**src/rtl/cdg_pkg.sv**
```systemverilog
package cdg_pkg;

    // Receive-side state of the gate
    typedef enum logic [1:0] {
        ST_IDLE  = 2'd0,   // waiting for a fresh carrier rise
        ST_RECV  = 2'd1,   // frame open, bits forwarded
        ST_DRAIN = 2'd2    // frame over, carrier still high
    } gate_state_e;

    typedef struct packed {
        logic immediate;   // 1: carrier acts in the same cycle
        logic pulse;       // 1: carrier only opens the frame
    } gate_cfg_t;

    typedef struct packed {
        logic eff;         // carrier level as the gate sees it
        logic rise;        // low-to-high step of that level
    } cd_view_t;

    // A frame stays open while the carrier is present, or always in pulse operation
    function automatic logic frame_held(gate_cfg_t cfg, cd_view_t v);
        return cfg.pulse | v.eff;
    endfunction

    // State to enter when the last bit has been accepted
    function automatic gate_state_e after_last(cd_view_t v);
        return v.eff ? ST_DRAIN : ST_IDLE;
    endfunction

endpackage

```
**src/rtl/cdg_sampler.sv**
```systemverilog
module cdg_sampler
    import cdg_pkg::*;
#(
    parameter int SAMPLE_STAGES = 1
) (
    input  logic     clk,
    input  logic     rst,
    input  logic     cd,
    input  logic     immediate,
    output cd_view_t view
);

    localparam int TAP = SAMPLE_STAGES - 1;

    logic chain [0:SAMPLE_STAGES];

    always_ff @(posedge clk) begin
        if (rst) chain[0] <= 1'b0;
        else     chain[0] <= cd;
    end

    generate
        for (genvar g = 1; g <= SAMPLE_STAGES; g++) begin : g_stage
            always_ff @(posedge clk) begin
                if (rst) chain[g] <= 1'b0;
                else     chain[g] <= chain[g-1];
            end
        end
    endgenerate

    logic lvl, prev;

    always_comb begin
        if (immediate) begin
            lvl  = cd;
            prev = chain[0];
        end else begin
            lvl  = chain[TAP];
            prev = chain[SAMPLE_STAGES];
        end
        view.eff  = lvl;
        view.rise = lvl & ~prev;
    end

endmodule

```
**src/rtl/cdg_ctrl.sv**
```systemverilog
module cdg_ctrl
    import cdg_pkg::*;
(
    input  logic      clk,
    input  logic      rst,
    input  gate_cfg_t cfg,
    input  cd_view_t  view,
    input  logic      last_bit,
    output logic      valid,
    output logic      halt
);

    gate_state_e state, state_nx;
    logic start, keep, done;

    always_comb begin
        start = (state == ST_IDLE) & view.rise;
        keep  = (state == ST_RECV) & frame_held(cfg, view);
        halt  = (state == ST_RECV) & ~frame_held(cfg, view);
        valid = start | keep;
        done  = valid & last_bit;

        state_nx = state;
        unique case (state)
            ST_IDLE: begin
                if (start) state_nx = done ? after_last(view) : ST_RECV;
            end
            ST_RECV: begin
                if (halt)      state_nx = ST_IDLE;
                else if (done) state_nx = after_last(view);
            end
            ST_DRAIN: begin
                if (!view.eff) state_nx = ST_IDLE;
            end
            default: state_nx = ST_IDLE;
        endcase
    end

    always_ff @(posedge clk) begin
        if (rst) state <= ST_IDLE;
        else     state <= state_nx;
    end

endmodule

```
**src/rtl/cdg_lost_flag.sv**
```systemverilog
module cdg_lost_flag (
    input  logic clk,
    input  logic rst,
    input  logic set,
    input  logic clr,
    output logic flag
);

    always_ff @(posedge clk) begin
        if (rst)      flag <= 1'b0;
        else if (set) flag <= 1'b1;
        else if (clr) flag <= 1'b0;
    end

endmodule

```
**src/rtl/cdg_gate.sv**
```systemverilog
module cdg_gate
    import cdg_pkg::*;
#(
    parameter int SAMPLE_STAGES = 1
) (
    input  logic clk,
    input  logic rst,
    input  logic rxd,
    input  logic cd,
    input  logic last_bit,
    input  logic clr_lost,
    input  logic cfg_immediate,
    input  logic cfg_pulse,
    output logic rx_valid,
    output logic rx_data,
    output logic rx_halt,
    output logic cd_lost
);

    gate_cfg_t cfg;
    cd_view_t  view;

    assign cfg.immediate = cfg_immediate;
    assign cfg.pulse     = cfg_pulse;

    cdg_sampler #(.SAMPLE_STAGES(SAMPLE_STAGES)) u_sampler (
        .clk       (clk),
        .rst       (rst),
        .cd        (cd),
        .immediate (cfg.immediate),
        .view      (view)
    );

    cdg_ctrl u_ctrl (
        .clk      (clk),
        .rst      (rst),
        .cfg      (cfg),
        .view     (view),
        .last_bit (last_bit),
        .valid    (rx_valid),
        .halt     (rx_halt)
    );

    cdg_lost_flag u_lost (
        .clk  (clk),
        .rst  (rst),
        .set  (rx_halt),
        .clr  (clr_lost),
        .flag (cd_lost)
    );

    assign rx_data = rx_valid & rxd;

endmodule

```
**config.mk**
```make
export PLATFORM = sky130hd
export DESIGN_NAME = cdg_gate
export DESIGN_NICKNAME = d
export VERILOG_FILES = /design/src/rtl/cdg_pkg.sv /design/src/rtl/cdg_sampler.sv /design/src/rtl/cdg_ctrl.sv /design/src/rtl/cdg_lost_flag.sv /design/src/rtl/cdg_gate.sv
export SDC_FILE = /design/constraint.sdc
export NUM_CORES = 1
export LEC_CHECK = 0
export BUFFER_PORTS_ARGS = -buffer_cell sky130_fd_sc_hd__buf_2
export CORE_AREA = 8 8 45 47
export DETAILED_ROUTE_END_ITERATION = 8
export DIE_AREA = 0 0 53 55
export GPL_ROUTABILITY_DRIVEN = 1
export PLACE_DENSITY = 0.4
export SLEW_MARGIN = 20
export SYNTH_ARGS = -nofsm -noshare
export SYNTH_HDL_FRONTEND = slang
export SYNTH_SLANG_ARGS = --single-unit
```
**constraint.sdc**
```tcl
create_clock -name clk -period 1.3 [get_ports clk]
set_clock_uncertainty 0.1 [all_clocks]
set_input_delay 0.13 -clock clk [delete_from_list [all_inputs] [get_ports clk]]
set_output_delay 0.13 -clock clk [all_outputs]
set_load 0.01 [all_outputs]
```
Word-level counts from Yosys, hierarchy flattened --
Memories as Yosys holds them, arrays and structs flattened. Index checks and enable logic that the tools add are counted. W data, S select, Z words.
Word-level totals: flip-flop bits (word level) 3, bits in writable memories 2, bits of input ports 8, output and inout port bits 4, logic and storage cells 39, memories kept 1
Cells by class: equality and inequality tests 5, multiplexer cells 16, bitwise gates (word level) 12, reductions and logical operators 3
Memory list:
- u_sampler.chain | depth 2, bits a word 1, read ports 2, clocked after Yosys merged registers in 0, wr ports 2, line cdg_sampler.sv:15 | logic chain [0:SAMPLE_STAGES];
Operators with widths (number):
- $mux W2 | 6
- $mux W1 | 9
- $and A1 B1 Y1 | 6
- $pmux W2 S3 | 1
- $or A1 B1 Y1 | 4
- $ne A3 B2 Y1 const B | 1
- $reduce_and A3 Y1 | 1
- $eq A2 B1 Y1 const B | 1
- $eq A2 B2 Y1 const B | 1
- $logic_not A2 Y1 | 1
- $ne A2 B1 Y1 const B | 1
- $ne A2 B2 Y1 const B | 1
- $not A1 Y1 | 2
- $reduce_bool A2 Y1 | 1

Depth between registers and ports, before layout --
depth after elaboration 9, depth in mapped cells 3, depth with buffers taken out 3

Cells and area by module --
From an unflattened synthesis, not the netlist that was laid out.
Second synthesis, totals: cell total of the unflattened synthesis 24, area, all modules 241.5 µm²
Modules (own cells, without submodules):
- cdg_ctrl | instances 1, cells each 10, area each 110.1 µm², seq. area each 40.0 µm²
- cdg_sampler | instances 1, cells each 9, area each 86.3 µm², seq. area each 40.0 µm²
- cdg_lost_flag | instances 1, cells each 4, area each 38.8 µm², seq. area each 20.0 µm²
- cdg_gate | instances 1, cells each 1, area each 6.3 µm², seq. area each 0.0 µm²

Worst setup path after synthesis --
Ideal clock, no wire load.
kind register to register, from mem u_sampler.chain[0], to reg u_lost.flag, setup time 0.059 ns, arrival 1.046 ns, required time 1.141 ns, slack 0.096 ns, cell stages (with the launch flop) 4, path buffers 0, period minus slack after synthesis 1.204 ns, path through dfxtp_1 > mux2_4 > nor4b_4 > o21ba_1
RTL lines:
- from (decl) | line cdg_sampler.sv:15
- to (signal assigned) | line cdg_lost_flag.sv:10 | if (rst) flag <= 1'b0;
- to (signal assigned) | line cdg_lost_flag.sv:11 | else if (set) flag <= 1'b1;
- to (signal assigned) | line cdg_lost_flag.sv:12 | else if (clr) flag <= 1'b0;
- to (decl) | line cdg_lost_flag.sv:6 | output logic flag

==> flow_summary.ini <==
[critical_path]
cp_cell_sequence = mux2_4 -> nor4b_4 -> buf_2
cpPeakStageDelay_ns = 0.32
crit_family = flip-flops
cp_max_fo = 4
endpoint_kind = output port
crit_required_ns = 1.07
crit_arrival_ns = 1.25
cp.depth = 3
critPathLaunchType = register
cpMaxStageDelayCell = dfxtp_2
cp_num_buf_inv = 1
worstSetupPathType = reg -> out
worstRegToRegCells = 4

[sta]
setup_violations = 3
rsz0062_at_grt = yes
worstMarginPinSlew_ns = 0.297
finalCritPeriodShare_pct = 114
fin_ws_ns = -0.179
final.setup.tns_ns = -0.387
min_period_ns = 1.48
max_freq_ghz = 0.676
hold_viol = 0
finalMaxSlewViolations = 0
max-slew-margin-rel_pct = 80.2
holdWs_ns = 0.0216

[clock_network]
tritoncts = yes
cts_max_level = 1
clock_sinks = 5
clk_latency_ns = 0.24
cts.clk_slew.worst_paths_ns = 0.04
cts_buffer_depth = 2
root_buffer = clkbuf_4
cts_buffers = 3

[die]
die-height_um = 55
fp.dieW_um = 53
pin_count = 12
initial_core_util_pct = 18.8
dieArea_um2 = 2920
rows = 14
core_um2 = 1380

[route]
viasPerCell = 4.33
route.detailed.drc = 0
drt_iter0_drc = 3
wl_per_cell_um = 11.3
vias = 260
drt_pass1_iterations = 2
ant_nets = 0
finalWirelength_um = 678

[synthesis]
synth_xor_area_share_pct = 0
synth_compound_area_share_pct = 21.6
ys_ff_latch = 5
synth_area_um2 = 260
synth_top_family_by_area = simple AND/OR/NAND/NOR gates
synthSimpleGateAreaFrac_pct = 34.1
seq_area_frac_synth_pct = 38.5
synth.area.mux_share_pct = 5.77
syn_nets = 33
synthCells = 25
ys_warn_count = 0
ys_types = 15
synth_fa_ha_area_share_pct = 0
avgSynthCellArea_um2 = 10.4

[global_routing]
antenna_found_initial = 0
grt_pass1_vias = 256
track_usage_pct = 5.25
grt_pass1_wl_mm = 1.06
grt_max_degree = 8
grt-ovfl-total = 0

[status]
outcome = finished with violations
violations = setup timing

[placed_design]
port_buffers = 11
dp_slack_ns = 0.0429
place_inst = 54
gp_congestion = 0.726
dp_hpwl_um = 522
postPlaceCellArea_um2 = 350

[pwr]
p_total_mw = 0.425
power.density_nw_per_um2 = 1010
leakage_nw = 0.185
irDropWorstVdd_uv = 363

[layout]
n_antenna_cell = 0
final_cells = 60
utilization_pct = 30.4
post_route_cells_drive_above_1_share_pct = 61.4
area_growth_pct = 61.5
design_area_um2 = 420
layout.nets = 53

[flow_run]
drv_cap = 0

[hold_path]
hp-class = in -> reg
hold_depth = 2
sequential cells by signal, indices dropped and copies added, names as in the netlist:
name             flops
u_lost.flag          1
u_sampler.chain      2
u_ctrl.state         2
cell usage after synthesis:
cell type	count	area share [%]
a2111oi_2	1	5.8
a21oi_1	3	5.8
a2bb2oi_1	1	3.4
and3b_1	1	3.4
dfxtp_1	5	38
mux2_4	1	5.8
nand2_1	2	2.9
nand2b_1	1	2.4
nor2_1	1	1.4
nor2b_1	4	9.6
nor3_1	1	1.9
nor4b_1	1	3.4
nor4b_4	1	9.1
o211ai_1	1	2.9
o21ba_1	1	3.8
cells by family (layout without fill, tap and decap cells):
group | after synthesis | after routing
compound gates | 7 | 7
flops | 5 | 5
buf+inv | 0 | 19
simple gates | 12 | 12
mux | 1 | 1
per-layer routing:
layer	vias up	wire length (um)	track usage [%]
met5	-	0	0
met4	0	0	6.47
met3	0	60	3.21
met2	6	335	7.42
met1	123	282	4.71
li1	131	-	-
where the power goes:
| part | leakage (nW) | switching [mW] | internal, mW | total [mW] |
|---|---|---|---|---|
| Sequential | 0.0417 | 0.00767 | 0.161 | 0.168 |
| Combinational | 0.128 | 0.0342 | 0.0421 | 0.0763 |
| Clock | 0.0150 | 0.0645 | 0.116 | 0.181 |
cells in the final DEF (no fill, tap or decap):
cell type / n
buf_2: 11
a2bb2oi_2: 1
dfxtp_2: 2
nor2b_1: 4
o21ba_1: 1
buf_4: 3
dlygate4sd3_1: 1
dfxtp_1: 3
nand2_2: 1
a21oi_1: 2
nor3_1: 1
nor4b_1: 1
o211ai_1: 1
nand2b_1: 1
nor4b_4: 1
nand2_1: 1
a21oi_4: 1
and3b_2: 1
clkbuf_4: 3
mux2_4: 1
a2111oi_2: 1
clkbuf_1: 1
nor2_2: 1
final cells by class:
cell class / instances / area (um^2)
clock buffer: 4 / 26.3
multi-input combinational: 20 / 184
fill: 164 / 963
sequential: 5 / 103
timing repair buffer: 15 / 87.6
tap: 16 / 20.0
final timing paths:
check | from | to | slack, ns
worst max-delay path | u_sampler.chain[0] | rx_halt | -0.18
worst min-delay path | rst | u_ctrl.state[0] | 0.02
worst max register to register | u_sampler.chain[0] | u_ctrl.state[0] | 0.05
worst min register to register | u_sampler.chain[0] | u_sampler.chain[1] | 0.39
what timing repair did:
item	4_1_cts	5_1_grt
endpoints found under the hold margin	1	0
pin swaps	1	0
buffers inserted	1	0
gates resized for setup	6	2
setup endpoints to repair	3	4
hold buffers	1	0
(Power assumes the default switching activity.)
